$ cat src/rtl/crc_exec_pkg.sv
package crc_exec_pkg;
  localparam logic [31:0] POLY_IEEE_REFL = 32'hEDB88320;
  localparam logic [31:0] POLY_CAST_REFL = 32'h82F63B78;
  localparam logic [5:0]  MAJOR_GROUP    = 6'h1F;
  localparam logic [5:0]  FUNC_CRC       = 6'h0F;

  typedef enum logic [1:0] {ST_IDLE, ST_BUSY, ST_DONE} unit_state_t;

  typedef struct packed {
    logic       hit;
    logic       ri;
    logic       nop;
    logic       cast;
    logic [1:0] sz;
    logic [4:0] dest;
  } crc_dec_t;
endpackage

$ cat src/rtl/crc_decode.sv
module crc_decode
  import crc_exec_pkg::*;
(
  input  logic [31:0] insn,
  input  logic        feat_en,
  input  logic        mode64,
  output crc_dec_t    dec
);
  logic [2:0] pol_sel;
  logic       match;
  logic       illegal;

  always_comb begin
    pol_sel  = insn[10:8];
    match    = (insn[31:26] == MAJOR_GROUP) && (insn[5:0] == FUNC_CRC);
    illegal  = !feat_en || (pol_sel > 3'd1) || ((insn[7:6] == 2'd3) && !mode64);
    dec.hit  = match;
    dec.ri   = match && illegal;
    dec.nop  = match && !illegal && (insn[20:16] == 5'd0);
    dec.cast = pol_sel[0];
    dec.sz   = insn[7:6];
    dec.dest = insn[20:16];
  end
endmodule

$ cat src/rtl/crc_byte_step.sv
module crc_byte_step
  import crc_exec_pkg::*;
#(
  parameter int CRC_W  = 32,
  parameter int BYTE_W = 8
) (
  input  logic [CRC_W-1:0]  crc_in,
  input  logic [BYTE_W-1:0] data_in,
  input  logic              cast,
  output logic [CRC_W-1:0]  crc_out
);
  logic [CRC_W-1:0] poly;
  logic [CRC_W-1:0] stage [BYTE_W+1];

  assign poly     = cast ? POLY_CAST_REFL[CRC_W-1:0] : POLY_IEEE_REFL[CRC_W-1:0];
  assign stage[0] = crc_in;

  for (genvar k = 0; k < BYTE_W; k++) begin : g_bit
    logic fb;
    assign fb         = stage[k][0] ^ data_in[k];
    assign stage[k+1] = (stage[k] >> 1) ^ (fb ? poly : '0);
  end

  assign crc_out = stage[BYTE_W];
endmodule

$ cat src/rtl/crc_exec_unit.sv
module crc_exec_unit
  import crc_exec_pkg::*;
#(
  parameter int XLEN  = 64,
  parameter int CRC_W = 32
) (
  input  logic            clk,
  input  logic            rst_n,
  input  logic            req_valid,
  output logic            req_ready,
  input  logic [31:0]     req_insn,
  input  logic [XLEN-1:0] req_crc,
  input  logic [XLEN-1:0] req_msg,
  input  logic            cfg_crc_en,
  input  logic            cfg_mode64,
  output logic            rsp_valid,
  input  logic            rsp_ready,
  output logic [XLEN-1:0] rsp_value,
  output logic            rsp_wen,
  output logic [4:0]      rsp_dest,
  output logic            rsp_ri_exc
);
  localparam int BYTE_W = 8;
  localparam int NBYTES = XLEN / BYTE_W;
  localparam int CNT_W  = (NBYTES > 1) ? $clog2(NBYTES) : 1;

  unit_state_t      state_q;
  crc_dec_t         dec;
  logic [CRC_W-1:0] crc_q;
  logic [CRC_W-1:0] crc_nxt;
  logic [XLEN-1:0]  msg_q;
  logic [XLEN-1:0]  msg_cut;
  logic [CNT_W-1:0] cnt_q;
  logic             cast_q;
  logic             wen_q;
  logic             exc_q;
  logic [4:0]       dest_q;
  logic             accept;

  crc_decode u_dec (
    .insn    (req_insn),
    .feat_en (cfg_crc_en),
    .mode64  (cfg_mode64),
    .dec     (dec)
  );

  crc_byte_step #(.CRC_W(CRC_W), .BYTE_W(BYTE_W)) u_step (
    .crc_in  (crc_q),
    .data_in (msg_q[BYTE_W-1:0]),
    .cast    (cast_q),
    .crc_out (crc_nxt)
  );

  for (genvar b = 0; b < NBYTES; b++) begin : g_cut
    assign msg_cut[b*BYTE_W +: BYTE_W] =
      (b < (1 << dec.sz)) ? req_msg[b*BYTE_W +: BYTE_W] : '0;
  end

  assign accept    = req_valid && req_ready;
  assign req_ready = (state_q == ST_IDLE);
  assign rsp_valid = (state_q == ST_DONE);
  assign rsp_value = {{(XLEN-CRC_W){crc_q[CRC_W-1]}}, crc_q};
  assign rsp_wen   = wen_q;
  assign rsp_dest  = dest_q;
  assign rsp_ri_exc = exc_q;

  always_ff @(posedge clk or negedge rst_n) begin
    if (!rst_n) begin
      state_q <= ST_IDLE;
      crc_q   <= '0;
      msg_q   <= '0;
      cnt_q   <= '0;
      cast_q  <= 1'b0;
      wen_q   <= 1'b0;
      exc_q   <= 1'b0;
      dest_q  <= '0;
    end else begin
      unique case (state_q)
        ST_IDLE: if (accept) begin
          dest_q <= dec.dest;
          cast_q <= dec.cast;
          msg_q  <= msg_cut;
          cnt_q  <= CNT_W'((32'd1 << dec.sz) - 32'd1);
          if (dec.hit && !dec.ri && !dec.nop) begin
            crc_q   <= req_crc[CRC_W-1:0];
            wen_q   <= 1'b1;
            exc_q   <= 1'b0;
            state_q <= ST_BUSY;
          end else begin
            crc_q   <= '0;
            wen_q   <= 1'b0;
            exc_q   <= dec.ri;
            state_q <= ST_DONE;
          end
        end
        ST_BUSY: begin
          crc_q <= crc_nxt;
          msg_q <= msg_q >> BYTE_W;
          if (cnt_q == '0) state_q <= ST_DONE;
          else             cnt_q   <= cnt_q - 1'b1;
        end
        ST_DONE: if (rsp_ready) state_q <= ST_IDLE;
        default: state_q <= ST_IDLE;
      endcase
    end
  end
endmodule

$ cat config.mk
export PLATFORM = sky130hd
export DESIGN_NAME = crc_exec_unit
export DESIGN_NICKNAME = d
export VERILOG_FILES = /design/src/rtl/crc_exec_pkg.sv /design/src/rtl/crc_decode.sv /design/src/rtl/crc_byte_step.sv /design/src/rtl/crc_exec_unit.sv
export SDC_FILE = /design/constraint.sdc
export NUM_CORES = 1
export LEC_CHECK = 0
export BUFFER_PORTS_ARGS = -buffer_cell sky130_fd_sc_hd__buf_2
export CORE_ASPECT_RATIO = 0.6
export CORE_MARGIN = 1.5
export CORE_UTILIZATION = 25
export DETAILED_ROUTE_END_ITERATION = 10
export PLACE_DENSITY = 0.54
export SYNTH_ARGS = -nofsm -noshare
export SYNTH_HDL_FRONTEND = slang
export SYNTH_SLANG_ARGS = --single-unit
$ cat constraint.sdc
create_clock -name clk -period 4.2 [get_ports clk]
set_clock_uncertainty 0.05 [all_clocks]
set_input_delay 0.42 -clock clk [delete_from_list [all_inputs] [get_ports clk]]
set_output_delay 0.42 -clock clk [all_outputs]
set_load 0.02 [all_outputs]
==> impl_metrics.ini, run 1 <==
[logic_synthesis]
synth-seq-cells = 109
yosys-top-cells-area = dfrtp_1, xnor2_1, nand2_1
ys.warnings.count = 0
netlist_area_mm2 = 0.00675
avgSynthCellArea_um2 = 9.13
synth_seq_area_share_pct = 40.4
synth-main-ff-cell = dfrtp_1
syn_inst = 739
yosys.area.top_type = dfrtp_1
synth_top_area_share_pct = 40.4
async_flop_share_pct = 100
syn-num-nets = 906
yosysUniqueCellTypes = 47
synth_edf_count = 0

[sta]
fin_crit_ps = 2710
hold_violations = 0
tightest_slew_ps = 940
fmax_mhz = 369
finalCritPeriodShare_pct = 64.5
rsz0062_at_grt = false
fin_tns_setup_ps = 0
slew_headroom_pct = 37.3
drv_slew = 0
finalSetupViolations = 0

[floorplan]
core-area_mm2 = 0.0265
die_h_um = 130
rows = 46
design.die.area_mm2 = 0.0280
die_w_um = 215
io_pins = 239
initial_core_util_pct = 25.5

[critical_path]
crit_path_max_fanout = 10
path_class = flip-flop to flip-flop
r2r_end = crc_q[4]
r2r-start = msg_q[0]
cp-endpoint = crc_q[4]
cp-end-kind = flip-flop
required_ps = 4400
startpoint = msg_q[0]
reg2reg_depth = 7
ff2ff_setup_slack_ps = 1490
cp.arrival_ps = 2910
worstSetupStartpointType = flip-flop

[power_and_ir_drop]
ir_worst_vdd_mv = 0.261
power_mw = 4.55
p_per_area_mw_per_mm2 = 554
leakagePower_nw = 3.70

[global_routing]
grt_usage_pct = 15.9
grt_pass1_wl_mm = 33.6
grt_max_degree = 58
antenna_found_initial = 0
grt_overflow = 0
first_global_vias = 5551

[clock_tree]
cts_hold_buf = 0
cts_made_buffers = 9
post_cts_buffers = 0
clock-sinks = 109
clk-insertion-delay-late_ps = 360
clockBufferDepth = 2
cts_resized = 0
cts_root_buffer = clkbuf_16
cts_tree = done
clk_pin_slew_ps = 90
h-tree-depth = 3

[drt]
drt_wl_total_mm = 21.9
drc = 0
dr.pass1.iters = 5
viasPerCell = 4.60
drtIter0Drc = 344
wl_per_cell_um = 17.6
final_antenna_net_count = 0
route.vias.total = 5735

[cells_and_area]
n_antenna_cell = 0
final_common_cell = buf_2
fin_cells = 1247
nets = 1049
layout-drive-gt1-share_pct = 28.9
final_cell_mix = buf_2, dfrtp_1, nand2_1
syn_to_final_growth_pct = 21.7

[place]
portBuffers = 196
place_inst = 1231
gp_congestion = 0.834
dpl.hpwl_mm = 16.2

[hold_path]
hold_path.class = input pin to async pin

[run]
drv_cap = 0

[outcome]
status = finished clean
[layout make-up]
type	count	area (µm²)
clock buffer	9	225
sequential	109	2730
inverter	11	41.3
timing repair buffer	211	1100
fill	2849	18300
multi-input combinational	540	3580
tap	360	450
clock inverter	7	87.6
[state kept, by name (all words and copies together) (netlist names)]
| signal | count |
|---|---|
| msg_q | 64 |
| rsp_ri_exc | 1 |
| state_q | 2 |
| cnt_q | 3 |
| rsp_dest | 5 |
| rsp_wen | 1 |
| crc_q | 32 |
| cast_q | 1 |
[report_power, final]
part | switching (mW) | internal (mW) | leakage, nW
registers | 0.133 | 1.17 | 1.37
logic | 1.25 | 1.04 | 2.17
clock network | 0.467 | 0.482 | 0.155
[cell usage after synthesis (2+ instances only)]
library cell,instances
dfrtp_1,109
a22oi_1,11
nand3_1,22
xnor2_2,6
mux2i_1,10
and2_1,2
clkbuf_1,42
nor2_1,96
a22o_1,8
xnor2_1,97
xor2_1,10
a221oi_1,12
nand2_1,106
xnor2_4,11
o22ai_1,2
inv_1,11
a222oi_1,11
o21ai_0,34
xnor3_1,2
a21oi_1,35
a31oi_1,26
nand2b_1,2
nor3b_1,2
o21ai_1,8
mux2_2,2
nor2b_1,4
nor3_1,3
o211ai_1,2
buf_1,4
buf_4,32
[worst max-delay path: stages (launching register included)]
cell and delay, ps:
dfrtp_1 450, xnor2_4 590, xnor3_1 500, xnor2_1 190, nand2_2 150, xnor2_1 250, a221oi_1 300, nor2_1 80
[per-layer routing]
metal | vias up | part of all wire (%) | track usage [%]
li1 | 2765 | - | -
met1 | 2772 | 54 | 25.4
met2 | 188 | 39 | 21.3
met3 | 10 | 5.9 | 3.71
met4 | 0 | 0.63 | 2.63
met5 | - | 0 | 0
[worst min-delay path by stage]
stage	from	cells past startpoint	end	slack, ps
3_5_place_dp	rsp_ri_exc	2	rsp_ri_exc	420
2_1_floorplan	rst_n	0	cast_q	70
4_1_cts	rst_n	1	crc_q[18]	110
5_1_grt	rst_n	1	crc_q[26]	120
6_report	rst_n	1	crc_q[26]	70
3_3_place_gp	rsp_ri_exc	2	rsp_ri_exc	400
[cells by family after synthesis]
logic type	Yosys count	share of synthesized area (%)
buffers and inverters	90	6.80
adders and majority gates	1	0.185
and+or+nand+nor	243	14.7
xor gates and xnor gates	128	21.1
muxes	12	1.82
AOI/OAI and AO/OA	156	14.9
DFF	109	40.4
[per-stage QoR]
step           utilization (%)  cell area (µm²)  worst slack (ps)  hold slack (ps)
2_1_floorplan                -             6750              1890             74.4
3_3_place_gp              29.8             7900              1540              400
3_5_place_dp              29.8             7900              1510              417
4_1_cts                   31.0             8210              1500              110
5_1_grt                   31.0             8210              1350              118
6_report                  31.0             8210              1490             70.0
No activity file was read; power rests on OpenSTA's default activity.
==> run 2, diff against run 1 <==
--- a/config.mk
+++ b/config.mk
@@ -5,12 +5,13 @@
 export SDC_FILE = /design/constraint.sdc
 export NUM_CORES = 1
 export LEC_CHECK = 0
+export ABC_AREA = 1
 export BUFFER_PORTS_ARGS = -buffer_cell sky130_fd_sc_hd__buf_2
 export CORE_ASPECT_RATIO = 0.6
 export CORE_MARGIN = 1.5
 export CORE_UTILIZATION = 25
 export DETAILED_ROUTE_END_ITERATION = 10
-export PLACE_DENSITY = 0.54
+export PLACE_DENSITY = 0.52
 export SYNTH_ARGS = -nofsm -noshare
 export SYNTH_HDL_FRONTEND = slang
 export SYNTH_SLANG_ARGS = --single-unit
==> constraint.sdc (replaced) <==
create_clock -name clk -period 2.8 [get_ports clk]
set_clock_uncertainty 0.05 [all_clocks]
set_input_delay 0.28 -clock clk [delete_from_list [all_inputs] [get_ports clk]]
set_output_delay 0.28 -clock clk [all_outputs]
set_load 0.02 [all_outputs]
==> run 2 against run 1 <==
Net effect:
- flip-flop and latch count did not move
- final area up 21%
- first-iteration DRC count up 88%
- combinational power grew to 2.7 times the previous value
- via count up 49%
- count of clock-buffer cells in the layout increased by 2
- fmax grew 5.5%
==> impl_metrics.ini, run 2 <==
[outcome]
status = finished clean

[drt]
drt_wl_total_mm = 31.3
drtIter0Drc = 648
final_antenna_net_count = 0
wl_per_cell_um = 17.2
dr.pass1.iters = 5
viasPerCell = 4.70
route.vias.total = 8547
drc = 0

[logic_synthesis]
ys.warnings.count = 0
yosysUniqueCellTypes = 53
netlist_area_mm2 = 0.00836
synth_top_family_by_area = simple AND/OR/NAND/NOR gates
async_flop_share_pct = 100
yosys.area.top_type = dfrtp_1
synthTopCellsByCount = nand2_1, nand3_1, inv_1
synth-main-ff-cell = dfrtp_1
yosys-top-cells-area = dfrtp_1, nand2_1, nand3_1
syn-num-nets = 1375
synth_simple_gate_area_share_pct = 36.0
syn_inst = 1208
synth_mux_area_share_pct = 0.135
avgSynthCellArea_um2 = 6.92
synth_most_common_cell = nand2_1
synth_top_area_share_pct = 32.6
synth_seq_area_share_pct = 32.6
synth-seq-cells = 109
synth-adder-area-share_pct = 0.150
synth_edf_count = 0
synth_xor_area_share_pct = 2.41
synth_compound_area_share_pct = 15.4

[critical_path]
worstPathCellList = buf_4 > nand3_4 > nand2_1 > nand2_1 > nand2_4 > nand3_2 > nand2_1 > nand2_1 > nand2_1 > nand3_1 > a21oi_1
critPathMaxStageDelay_ps = 600
worst_path_most_repeated_cell = nand2_1
path_class = flip-flop to flip-flop
cpMaxStageDelayCell = dfrtp_1
crit_buf_inv = 1
cp.arrival_ps = 2830
required_ps = 3060
worstSetupStartpointType = flip-flop
cp_top_family = simple AND/OR/NAND/NOR gates
cp-end-kind = flip-flop
crit_path_max_fanout = 15

[global_routing]
first_global_vias = 7921
grt_overflow = 0
antenna_found_initial = 0
grt_pass1_wl_mm = 47.7
grt_usage_pct = 18.6
grt_max_degree = 78

[power_and_ir_drop]
power.switching_mw = 5.25
ir_worst_vdd_mv = 0.386
comb_power_share_pct = 64.0
power_frac_seq_pct = 22.0
leakagePower_nw = 5.29
power_frac_clock_pct = 14.0
intPower_mw = 4.51
p_sw_share_pct = 53.8
power_mw = 9.76
p_per_area_mw_per_mm2 = 979

[sta]
hold_violations = 0
fin_tns_setup_ps = 0
finalSetupViolations = 0
rsz0062_at_grt = false
fin_crit_ps = 2570
drv_slew = 0
slew_headroom_pct = 46.3
finalCritPeriodShare_pct = 91.7
tightest_slew_ps = 805
fmax_mhz = 389

[cells_and_area]
largest_register_ffs = 64
fill_cells = 3584
fin_cells = 1818
design_area_mm2 = 0.00997
top_register = msg_q
final_cell_mix = nand2_1, buf_2, nand3_1
nets = 1529
syn_to_final_growth_pct = 19.2
final-seq-area_mm2 = 0.00273
multi_input_area_mm2 = 0.00453
layout-drive-gt1-share_pct = 24.1
final_common_cell = nand2_1

[clock_tree]
clockBufferDepth = 2
clock-sinks = 109
h-tree-depth = 3
clk-insertion-delay-late_ps = 390
clk_pin_slew_ps = 90
cts_tree = done
post_cts_buffers = 0
cts_made_buffers = 9
cts_root_buffer = clkbuf_16

[run]
drv_cap = 0

[floorplan]
io_pins = 239
die_w_um = 239
die_h_um = 145
rows = 51
initial_core_util_pct = 25.6
core-area_mm2 = 0.0327
design.die.area_mm2 = 0.0346

[place]
portBuffers = 196
post_dp_cell_area_mm2 = 0.00966
gp_congestion = 0.986
dpl.hpwl_mm = 24.1
place_inst = 1800

[hold_path]
hold_path.class = input pin to flip-flop
run 2: changes by cell type in the layout (fill, tap and decap cells not counted), moves of 19 or more:
cell	previous run	this run
a21oi_1	35	54
a31oi_1	26	5
inv_1	11	135
nand2_1	106	390
nand2_2	1	23
nand3_1	22	139
nor2_1	94	19
o21ai_0	34	71
xnor2_1	97	3
run 2: per-stage QoR:
stage               util [%]  hold WS, ps  setup WS, ps
global route            30.5         68.9          60.6
floorplan                  -        -65.6           837
detailed placement      29.6          129           348
finish                  30.5         52.8           232
global placement        29.6          126           381
CTS                     30.5         35.8           288
run 2: worst paths after layout:
check,startpoint,endpoint,slack [ps],depth (start not counted)
worst max-delay path,cast_q,crc_q[19],230,11
worst min-delay path,req_insn[8],cast_q,50,3
worst max register to register,cast_q,crc_q[19],230,11
worst min register to register,rsp_dest[0],rsp_dest[0],440,2
max in group asynchronous,rst_n,msg_q[5],1780,3
min in group asynchronous,rst_n,crc_q[7],250,2
run 2: area by class of cell:
type	instances	share of cell area (%)
Clock buffer	11	2.54
Clock inverter	5	0.427
Sequential cell	109	27.4
Antenna cell	1	0.0251
Tap cell	450	5.65
Inverter	153	5.98
Multi-Input combinational cell	863	45.5
Timing Repair Buffer	226	12.5
run 2: cells by family after synthesis:
kind of cell | Yosys count
XOR/XNOR | 23
AND/OR/NAND/NOR | 630
buffers and inverters | 236
multiplexers | 1
adder cells (fa/ha/maj) | 1
flip-flops | 109
AO/OA/AOI/OAI | 208
run 2: routing by layer:
| layer | share of wire (%) | wire length, µm | vias to the layer above | GRT usage (%) |
|---|---|---|---|---|
| met4 | 1.0 | 313 | 0 | 3.73 |
| met2 | 38 | 11900 | 293 | 24.7 |
| li1 | - | - | 4229 | - |
| met5 | 0 | 0 | - | 0 |
| met1 | 53 | 16800 | 4006 | 29.3 |
| met3 | 7.6 | 2380 | 19 | 4.52 |
run 2: power groups by stage:
stage               clock, mW  sequential, mW  combinational [mW]
floorplan                   0            2.31                4.41
global placement            0            2.17                6.07
detailed placement          0            2.18                6.13
CTS                      1.42            2.15                6.16
global route             1.46            2.20                6.90
finish                   1.36            2.15                6.25
run 2: timing repair:
item / CTS / global route
gates resized for setup: 0 / 0
endpoints found under the hold margin: 13 / 0
hold buffers: 1 / 0
run 2: worst min-delay path, stage by stage:
cell and delay [ps]:
buf_2 80, nand2_1 40, o21ai_0 60
